[src/rtl/i2c_tg_pkg.sv]
// Shared field layout and decode helpers for the SCL timing generator.
// Assumes 16-bit timing registers whose field positions are fixed by the sequencer.
package i2c_tg_pkg;
    parameter int REG_W     = 16;
    parameter int SAMP_W    = 3;
    parameter int STEP_W    = 6;
    parameter int HS_STEP_W = 3;

    localparam int NORM_SAMP_LSB = 8;
    localparam int NORM_STEP_LSB = 0;
    localparam int HS_SAMP_LSB   = 12;
    localparam int HS_STEP_LSB   = 8;
    localparam logic [1:0] HS_ARM_CODE = 2'b11;

    typedef struct packed {
        logic [SAMP_W-1:0] samp_m1;
        logic [STEP_W-1:0] step_m1;
    } tg_fields_t;

    // Pull the normal-phase counts out of the normal register image
    function automatic tg_fields_t decode_norm(input logic [REG_W-1:0] r);
        tg_fields_t f;
        f.samp_m1 = r[NORM_SAMP_LSB +: SAMP_W];
        f.step_m1 = r[NORM_STEP_LSB +: STEP_W];
        return f;
    endfunction

    // Pull the high-speed counts out of the high-speed register image
    function automatic tg_fields_t decode_hs(input logic [REG_W-1:0] r);
        tg_fields_t f;
        f.samp_m1 = r[HS_SAMP_LSB +: SAMP_W];
        f.step_m1 = {{(STEP_W-HS_STEP_W){1'b0}}, r[HS_STEP_LSB +: HS_STEP_W]};
        return f;
    endfunction

    // High-speed mode is armed only by the exact mode code
    function automatic logic hs_armed(input logic [REG_W-1:0] r);
        return r[1:0] == HS_ARM_CODE;
    endfunction
endpackage

[src/rtl/tg_field_latch.sv]
// Captures the timing fields at transaction start and selects the active set.
// Assumes mcode_done is a single-cycle pulse and bit_end marks a bit's last cycle.
module tg_field_latch
    import i2c_tg_pkg::*;
#(
    parameter int PRE_W = 8
) (
    input  logic             clk,
    input  logic             rst_n,
    input  logic             start,
    input  logic             run,
    input  logic [REG_W-1:0] norm_reg,
    input  logic [REG_W-1:0] hs_reg,
    input  logic [PRE_W-1:0] prediv_in,
    input  logic             mcode_done,
    input  logic             bit_end,
    output tg_fields_t       act_fields,
    output logic [PRE_W-1:0] prediv_q,
    output logic             hs_act
);
    tg_fields_t norm_q, hs_q;
    logic       armed_q, pend_q;
    logic       req_now;
    logic       unused_bits;

    assign unused_bits = ^{norm_reg[REG_W-1:11], norm_reg[7:6], hs_reg[REG_W-1], hs_reg[11], hs_reg[7:2]};
    assign req_now     = mcode_done && armed_q;

    // Capture fields at start; track the master-code switch up to a bit boundary
    always_ff @(posedge clk) begin
        if (!rst_n) begin
            norm_q   <= '0;
            hs_q     <= '0;
            armed_q  <= 1'b0;
            prediv_q <= '0;
            pend_q   <= 1'b0;
            hs_act   <= 1'b0;
        end else if (start) begin
            norm_q   <= decode_norm(norm_reg);
            hs_q     <= decode_hs(hs_reg);
            armed_q  <= hs_armed(hs_reg);
            prediv_q <= prediv_in;
            pend_q   <= 1'b0;
            hs_act   <= 1'b0;
        end else if (!run) begin
            pend_q   <= 1'b0;
            hs_act   <= 1'b0;
        end else if (bit_end && (pend_q || req_now)) begin
            hs_act   <= 1'b1;
            pend_q   <= 1'b0;
        end else if (req_now && !hs_act) begin
            pend_q   <= 1'b1;
        end
    end

    // Active field set follows the phase flag
    always_comb act_fields = hs_act ? hs_q : norm_q;
endmodule

[src/rtl/tg_prescale.sv]
// Fixed-ratio pre-divider: emits one tick every (div_m1+1) cycles while enabled.
// Assumes div_m1 is held stable while enabled.
module tg_prescale #(
    parameter int PRE_W = 8
) (
    input  logic             clk,
    input  logic             rst_n,
    input  logic             en,
    input  logic [PRE_W-1:0] div_m1,
    output logic             tick,
    output logic             at_zero
);
    logic [PRE_W-1:0] cnt;

    assign tick    = en && (cnt == div_m1);
    assign at_zero = (cnt == '0);

    // Count source cycles, wrapping on each tick
    always_ff @(posedge clk) begin
        if (!rst_n || !en) cnt <= '0;
        else if (tick)     cnt <= '0;
        else               cnt <= cnt + 1'b1;
    end
endmodule

[src/rtl/tg_phase_counter.sv]
// Nested step/sample counters; toggles the SCL phase after each full half.
// Assumes the field inputs change only at a bit boundary.
module tg_phase_counter
    import i2c_tg_pkg::*;
(
    input  logic              clk,
    input  logic              rst_n,
    input  logic              en,
    input  logic              tick,
    input  tg_fields_t        fields,
    output logic              phase,
    output logic [STEP_W-1:0] step_cnt,
    output logic [SAMP_W-1:0] samp_cnt,
    output logic              half_end
);
    logic step_wrap;

    assign step_wrap = tick && (step_cnt == fields.step_m1);
    assign half_end  = step_wrap && (samp_cnt == fields.samp_m1);

    // Advance step on each pre-divided tick, sample on each step wrap
    always_ff @(posedge clk) begin
        if (!rst_n || !en) begin
            step_cnt <= '0;
            samp_cnt <= '0;
            phase    <= 1'b0;
        end else if (tick) begin
            if (step_wrap) begin
                step_cnt <= '0;
                if (half_end) begin
                    samp_cnt <= '0;
                    phase    <= ~phase;
                end else begin
                    samp_cnt <= samp_cnt + 1'b1;
                end
            end else begin
                step_cnt <= step_cnt + 1'b1;
            end
        end
    end
endmodule

[src/rtl/i2c_scl_timing_gen.sv]
// SCL timing generator: pre-divider plus sample/step counters, with a
// mid-transaction switch to high-speed fields after the master code.
// Assumes run is held for whole bits and mcode_done is a one-cycle pulse.
module i2c_scl_timing_gen
    import i2c_tg_pkg::*;
#(
    parameter int PRE_W = 8
) (
    input  logic             clk,
    input  logic             rst_n,
    input  logic             run,
    input  logic [REG_W-1:0] norm_timing,
    input  logic [REG_W-1:0] hs_timing,
    input  logic [PRE_W-1:0] prediv_m1,
    input  logic             mcode_done,
    output logic             scl,
    output logic             launch_tick,
    output logic             sample_tick,
    output logic             bit_tick,
    output logic             hs_active
);
    logic              running, start;
    tg_fields_t        fields;
    logic [PRE_W-1:0]  pre_q;
    logic              pre_tick, pre_zero;
    logic              phase, half_end;
    logic [STEP_W-1:0] step_cnt;
    logic [SAMP_W-1:0] samp_cnt;
    logic [SAMP_W:0]   samp_n;
    logic [SAMP_W-1:0] mid_idx;
    logic              unit_start;

    assign start = run && !running;

    // Transaction active flag, one cycle behind run
    always_ff @(posedge clk) begin
        if (!rst_n) running <= 1'b0;
        else        running <= run;
    end

    tg_field_latch #(.PRE_W(PRE_W)) u_latch (
        .clk        (clk),
        .rst_n      (rst_n),
        .start      (start),
        .run        (run),
        .norm_reg   (norm_timing),
        .hs_reg     (hs_timing),
        .prediv_in  (prediv_m1),
        .mcode_done (mcode_done),
        .bit_end    (bit_tick),
        .act_fields (fields),
        .prediv_q   (pre_q),
        .hs_act     (hs_active)
    );

    tg_prescale #(.PRE_W(PRE_W)) u_pre (
        .clk     (clk),
        .rst_n   (rst_n),
        .en      (running),
        .div_m1  (pre_q),
        .tick    (pre_tick),
        .at_zero (pre_zero)
    );

    tg_phase_counter u_phase (
        .clk      (clk),
        .rst_n    (rst_n),
        .en       (running),
        .tick     (pre_tick),
        .fields   (fields),
        .phase    (phase),
        .step_cnt (step_cnt),
        .samp_cnt (samp_cnt),
        .half_end (half_end)
    );

    // Midpoint unit index: floor of sample count over two
    always_comb begin
        samp_n  = {1'b0, fields.samp_m1} + 1'b1;
        mid_idx = samp_n[SAMP_W:1];
    end

    // Strobes and the serial clock level
    always_comb begin
        unit_start  = running && pre_zero && (step_cnt == '0);
        launch_tick = unit_start && !phase && (samp_cnt == mid_idx);
        sample_tick = unit_start &&  phase && (samp_cnt == mid_idx);
        bit_tick    = half_end && phase;
        scl         = !running || phase;
    end
endmodule

[config.mk]
export PLATFORM = sky130hd
export DESIGN_NAME = i2c_scl_timing_gen
export DESIGN_NICKNAME = d
export VERILOG_FILES = /design/src/rtl/i2c_tg_pkg.sv /design/src/rtl/tg_field_latch.sv /design/src/rtl/tg_prescale.sv /design/src/rtl/tg_phase_counter.sv /design/src/rtl/i2c_scl_timing_gen.sv
export SDC_FILE = /design/constraint.sdc
export NUM_CORES = 1
export LEC_CHECK = 0
export ABC_AREA = 1
export BUFFER_PORTS_ARGS = -buffer_cell sky130_fd_sc_hd__buf_2
export CAP_MARGIN = 20
export CORE_UTILIZATION = 40
export CTS_CLUSTER_SIZE = 12
export DETAILED_ROUTE_END_ITERATION = 16
export PLACE_DENSITY_LB_ADDON = 0.3
export SYNTH_ARGS = -nofsm -noshare
export SYNTH_HDL_FRONTEND = slang
export SYNTH_SLANG_ARGS = --single-unit
export TNS_END_PERCENT = 10
[constraint.sdc]
create_clock -name clk -period 2.5 [get_ports clk]
set_input_delay 0.75 -clock clk [delete_from_list [all_inputs] [get_ports clk]]
set_output_delay 0.75 -clock clk [all_outputs]
set_load 0.05 [all_outputs]
# [Word-level counts from Yosys, hierarchy flattened]
# Index checks and enable logic that the tools add are counted.
[op_classes] add_sub_neg=4 eq_ne=5 mux=3 bitwise=3 reduce_logical=28
[ops] operator="$logic_and 1x1->1" count=14
[ops] operator="$mux 9" count=1
[ops] operator="$add 8x1->8 const B" count=1
[ops] operator="$eq 8x8->1" count=1
[ops] operator="$logic_not 8->1" count=1
[ops] operator="$add 6x1->6 const B" count=1
[ops] operator="$eq 3x3->1" count=2
[ops] operator="$eq 6x6->1" count=1
[ops] operator="$logic_not 6->1" count=1
[ops] operator="$mux 6" count=1
[ops] operator="$add 3x1->4 const B" count=1
[ops] operator="$logic_not 1->1" count=4
[ops] operator="$reduce_or 4->1" count=1
[ops] operator="$add 3x1->3 const B" count=1
[ops] operator="$logic_or 1x1->1" count=3
[ops] operator="$mux 3" count=1
[ops] operator="$not 1->1" count=3
[ops] operator="$reduce_and 3->1" count=1
[ops] operator="$reduce_or 3->1" count=1
[ops] operator="$eq 2x2->1 const B" count=1
[ops] operator="$reduce_and 2->1" count=1
[ops] operator="$reduce_or 2->1" count=1
[word_totals] regBits=45 inputBits=44 out_inout_bits=5

# [Logic depth before layout (Yosys ltp)]
[logic_depth] depth_word=7 depth_mapped=12 depth_no_buf=12

# [Hierarchy]
# Synthesis repeated with hierarchy kept, for this count alone.
[unflattened] cells_unflattened=364 hier_area_um2=2392.3
[modules_own_cells] mod="tg_field_latch" n_inst=1 cells_each=137 area_each_um2=993.5 seq_area_each_um2=520.5
[modules_own_cells] mod="tg_phase_counter" n_inst=1 cells_each=98 area_each_um2=624.3 seq_area_each_um2=200.2
[modules_own_cells] mod="tg_prescale" n_inst=1 cells_each=92 area_each_um2=589.3 seq_area_each_um2=160.2
[modules_own_cells] mod="i2c_scl_timing_gen" n_inst=1 cells_each=37 area_each_um2=185.2 seq_area_each_um2=20.0

# [Least setup slack after synthesis]
# OpenSTA, ideal clock, no wires.
[synth_path] path_type="flip-flop to output port" start="reg u_latch.hs_act" end="out launch_tick" arrival_time_ns=2.765 required_time_ns=1.750 setup_slack_ns=-1.015 stages_incl_launch_ff=10 path_cell_list="dfxtp_1 inv_2 buf_6 nand2_1 nand2_2 ha_1 xnor2_1 o21a_1 nand3_1 nor3_1"
[synth_via] elab_chain_cells=4
[synth_rtl] element="from (decl)" line="tg_field_latch.sv:19" rtl="output logic hs_act"
[synth_rtl] element="from (signal assigned)" line="tg_field_latch.sv:37" rtl="hs_act <= 1'b0;"
[synth_rtl] element="from (signal assigned)" line="tg_field_latch.sv:44" rtl="hs_act <= 1'b0;"
[synth_rtl] element="from (signal assigned)" line="tg_field_latch.sv:47" rtl="hs_act <= 1'b0;"
[synth_rtl] element="$mux 9" line="tg_field_latch.sv:57" rtl="always_comb act_fields = hs_act ? hs_q : norm_q;"
[synth_rtl] element="$add 3x1->4" line="i2c_scl_timing_gen.sv:79" rtl="samp_n = {1'b0, fields.samp_m1} + 1'b1;"
[synth_rtl] element="$eq 3x3->1" line="i2c_scl_timing_gen.sv:86" rtl="launch_tick = unit_start && !phase && (samp_cnt == mid_idx);"
[synth_rtl] element="$logic_and 1x1->1" line="i2c_scl_timing_gen.sv:86"
[synth_rtl] element="to (decl)" line="i2c_scl_timing_gen.sv:17" rtl="output logic launch_tick,"
# No other way between the ends.

# [Worst setup path in the final report]
[layout_path] start="reg u_latch.hs_act" end="out sample_tick"
[layout_via] elab_chain_cells=4
[layout_rtl] element="$mux 9" line="tg_field_latch.sv:57"
[layout_rtl] element="$add 3x1->4" line="i2c_scl_timing_gen.sv:79"
[layout_rtl] element="$eq 3x3->1" line="i2c_scl_timing_gen.sv:87" rtl="sample_tick = unit_start && phase && (samp_cnt == mid_idx);"
[layout_rtl] element="$logic_and 1x1->1" line="i2c_scl_timing_gen.sv:87"
[layout_rtl] element="to (decl)" line="i2c_scl_timing_gen.sv:18" rtl="output logic sample_tick,"
# No other way between the ends.

==> results.md <==
* Top Ports at 49
* CP max stage delay at 0.44 ns
* Max Slew Vio Count at 0
* Final Hold Viols at 0
* Die W at 80.2 µm
* # fillers at 560
* Die height at approximately 80 µm
* Required time of the critical path at 1.75 ns
* Htree depth at 2
* Final Routed Wirelength at 5460 µm
* Antenna cells at 0
* Initial antenna violation count at 0
* Failing checks: negative setup slack
* Slowest CP cell: dfxtp_4
* Port-buffer cells at 33
* Hold Crit Class: register to register
* CP Data Arrival Time at roughly 1.9 ns
* RSZ-0062 raised after global routing: yes
* GR met1 Demand/Resource at between 20% and 30%
* Ratio of final minimum period to clock period at 106%
* Met3 Use GR at 3.41%
* Hold buffer count at CTS at 0
* Post-Synth XOR/XNOR Area at slightly above 6%
* Reg2reg start: u_latch.hs_act$_SDFFE_PP0P_
* Worst-path clk slew at 0.09 ns
* Largest family of logic cells by synthesized area: simple AND/OR/NAND/NOR gates
* R2r setup slk at 0.81 ns
* Synth unique cells at 35
* Reg-to-reg critical path endpoint: u_phase.step_cnt[1]$_SDFFE_PP0P_
* Largest net degree at the start of global routing at 36
* DR DRC count at 0
* Compound-Gate Fraction of Synth Area at 11.9%
* WL per Instance at about 12 µm
* Critical Path Most Common Cell: nand2_4
* Final WS setup at -0.144 ns
* VDD IR max at slightly below 0.0004 V
* Utilization after layout at 50.3%
* Vias in the first global route at 2,016
* Post-synthesis sequential area ratio at 36.8%
* Post-Synthesis Cell Area at 0.00245 mm²
* Slew HR at roughly 63%
* Syn avg cell area at 6.97 µm²
* Final Critical Period at 2.64 ns
* Power Total at between 0.0015 and 0.002 W
* Hold Worst Slack at 0.470 ns
* PwrDens at 543 mW/mm²
* Clock Tree Root: clkbuf_8
* CP Max Fanout at 8
* Post-Synthesis Cells at 351
* Max cap viols at 0
* Clk sink count at 45
* Post-DR vias/cell at 4.78
* Worst-Skew Late Latency at ~0.29 ns
* Die Area at 0.00644 mm²
* GPL Wtd Cong at 0.832
* F_max at 378 MHz
* Mux cell area share after synthesis at 0%
* Tot GR Track Use at 18.5%
* Setup crit end: sample_tick
* Cell Chain, Critical Path: inv_4, nand2_4, nand2_4, ha_4, xnor2_2, o21a_1, nand3_4, nor3_4, buf_6
* Critical Path End Type: output pin
* Yosys warnings at 0
* Reg2Reg Depth at 13
* CTS max path bufs at 2
* Hpwl dp at ~4200 µm
* Setup Buffers After CTS at 0
* First drt pass iteration count at 4
* Starting DRT DRC Count at 88
* Skew final at 0.00729 ns
* Effective utilization at floorplan at 41.3%
* Layout cells sized above 1 at 21.8%
* TritonCTS clock tree: yes
* FP Rows at 28
* Crit path kind: register to output pin
* Worst-margin pin slew at roughly 0.55 ns
* Worst setup SP type: register
* First-pass GRT wire length at around 9200 µm
* DR vias at 2,240
* Num CTS Buffers at 5
* Crit path buf inv count at 2
* Grt peak-use layer: met2
* Final-stage net count at approximately 440
* Post-synthesis simple-gate area fraction at 33.8%
* Routing usage on met2 at 28.5%
* Aggregate global routing overflow at 0
* Final setup violation count at 3
* Crit. Startpoint: u_latch.hs_act$_SDFFE_PP0P_
* Syn_nets at 401
* P_leak at 1.31 nW
* Adder-Cell Fraction of Synth Area at 3.07%
* Cell depth of the worst setup path at 9
* Core ar. at between 0.005 and 0.006 mm²
* Status: complete, but fails checks
* Flops & latches, synth at 45
* Crit path max-delay family: flip-flops
* DRT antenna net count at 0
* Area Growth Syn to Fin at 21.8%
==> report_power, final <==
group	switching [W]	total (W)	internal, W
sequential	0.0000201	0.000766	0.000746
clock	0.000255	0.000612	0.000357
combinational	0.000142	0.000239	0.0000970
total	0.000417	0.00162	0.00120
==> what timing repair did <==
action	CTS	global route
pin swaps	2	0
gates resized for setup	8	2
hold endpoints to repair	0	0
setup endpoints to repair	3	3
==> metal layers <==
metal	wire length, µm	part of all wire (%)
met1	2780	51
met2	2470	45
met3	175	3.2
met4	31	0.57
met5	0	0
==> stage by stage <==
stage	setup slack (ns)	std cells	TNS (ns)	area (µm²)
2_1_floorplan	-0.125	351	-0.184	2510
3_3_place_gp	0.0391	461	0	2800
6_report	-0.144	469	-0.388	2980
5_1_grt	-0.250	469	-0.712	2980
4_1_cts	-0.165	469	-0.443	2970
3_5_place_dp	0.0153	461	0	2800
==> worst min path at each step <==
| stage | startpoint | to | slack, ns | depth (start not counted) |
|---|---|---|---|---|
| finish | u_latch.norm_q[2]$_SDFFE_PN0P_ | u_latch.norm_q[2]$_SDFFE_PN0P_ | 0.47 | 2 |
| global route | u_latch.hs_q[0]$_SDFFE_PN0P_ | u_latch.hs_q[0]$_SDFFE_PN0P_ | 0.49 | 2 |
| CTS | u_latch.norm_q[2]$_SDFFE_PN0P_ | u_latch.norm_q[2]$_SDFFE_PN0P_ | 0.47 | 2 |
| detailed placement | u_latch.norm_q[2]$_SDFFE_PN0P_ | u_latch.norm_q[2]$_SDFFE_PN0P_ | 0.46 | 2 |
| global placement | u_latch.norm_q[2]$_SDFFE_PN0P_ | u_latch.norm_q[2]$_SDFFE_PN0P_ | 0.46 | 2 |
| floorplan | u_latch.hs_q[0]$_SDFFE_PN0P_ | u_latch.hs_q[0]$_SDFFE_PN0P_ | 0.44 | 2 |
==> worst register-to-register path, stage by stage, from the launching register on <==
cell	delay [ns]
dfxtp_4	0.44
inv_4	0.06
buf_4	0.17
nand2_1	0.09
nand2_1	0.06
nand2_1	0.05
nand2_1	0.07
nor2_4	0.10
nand3_4	0.08
buf_4	0.17
clkinv_2	0.06
nand2_2	0.07
nand2_1	0.10
o22ai_1	0.07
==> cells in the mapped netlist <==
cell	number	area share [%]
nand2_1	83	13
nor2_1	47	7.2
dfxtp_1	45	37
inv_1	37	5.7
o21ai_0	28	5.7
a21oi_1	19	3.9
nand3_1	12	2.5
xnor2_1	8	2.9
nor3_1	7	1.4
xor2_1	7	2.5
ha_1	6	3.1
clkbuf_1	5	0.77
nand2_2	5	1.3
nand3_2	5	2.0
nor2_4	5	2.3
inv_2	4	0.61
nand3b_1	4	1.2
and2_1	2	0.51
nand4_1	2	0.51
nor3b_1	2	0.61
nor4_1	2	0.51
o21ai_1	2	0.41
o21ai_2	2	0.72
a21boi_0	1	0.31
buf_1	1	0.15
buf_2	1	0.20
buf_4	1	0.31
buf_6	1	0.46
clkinv_2	1	0.20
nand3_4	1	0.72
nor2_2	1	0.26
o211ai_1	1	0.31
o21a_1	1	0.31
o22ai_1	1	0.26
xor2_2	1	0.66
==> cells by family (layout without fill, tap and decap cells) <==
| family | count (synthesis) | after routing |
|---|---|---|
| simple gates | 178 | 178 |
| buf+inv | 51 | 94 |
| fa+ha+maj | 6 | 6 |
| flops | 45 | 45 |
| xor+xnor | 16 | 16 |
| compound gates | 55 | 55 |
==> final cells by class <==
class,instances,area [µm²],area share [%]
multi-input cells,255,1430,47.8
clock inverters,2,35.0,1.18
repair buffers,44,267,8.94
clock buffers,6,93.8,3.15
inverters,42,161,5.42
flip-flops and latches,45,905,30.4
well taps,75,93.8,3.15
==> registers in the layout (all words and copies together) (netlist names) <==
register / count
u_latch.hs_q: 6
u_latch.norm_q: 9
u_latch.pend_q: 1
u_latch.prediv_q: 8
u_phase.step_cnt: 6
u_latch.hs_act: 1
running: 1
u_pre.cnt: 8
u_phase.samp_cnt: 3
u_phase.phase: 1
u_latch.armed_q: 1
==> cell usage in the layout, fill, tap and decap left out, drive strengths merged, types with 4 or more instances in the layout <==
master / count
dfxtp: 45
xnor2: 8
inv: 41
nor3: 7
nand3: 18
nand3b: 4
nand2: 88
nor2: 53
ha: 6
clkbuf: 6
buf: 44
o21ai: 32
a21oi: 19
xor2: 8
No activity file was read; power rests on OpenSTA's default activity.
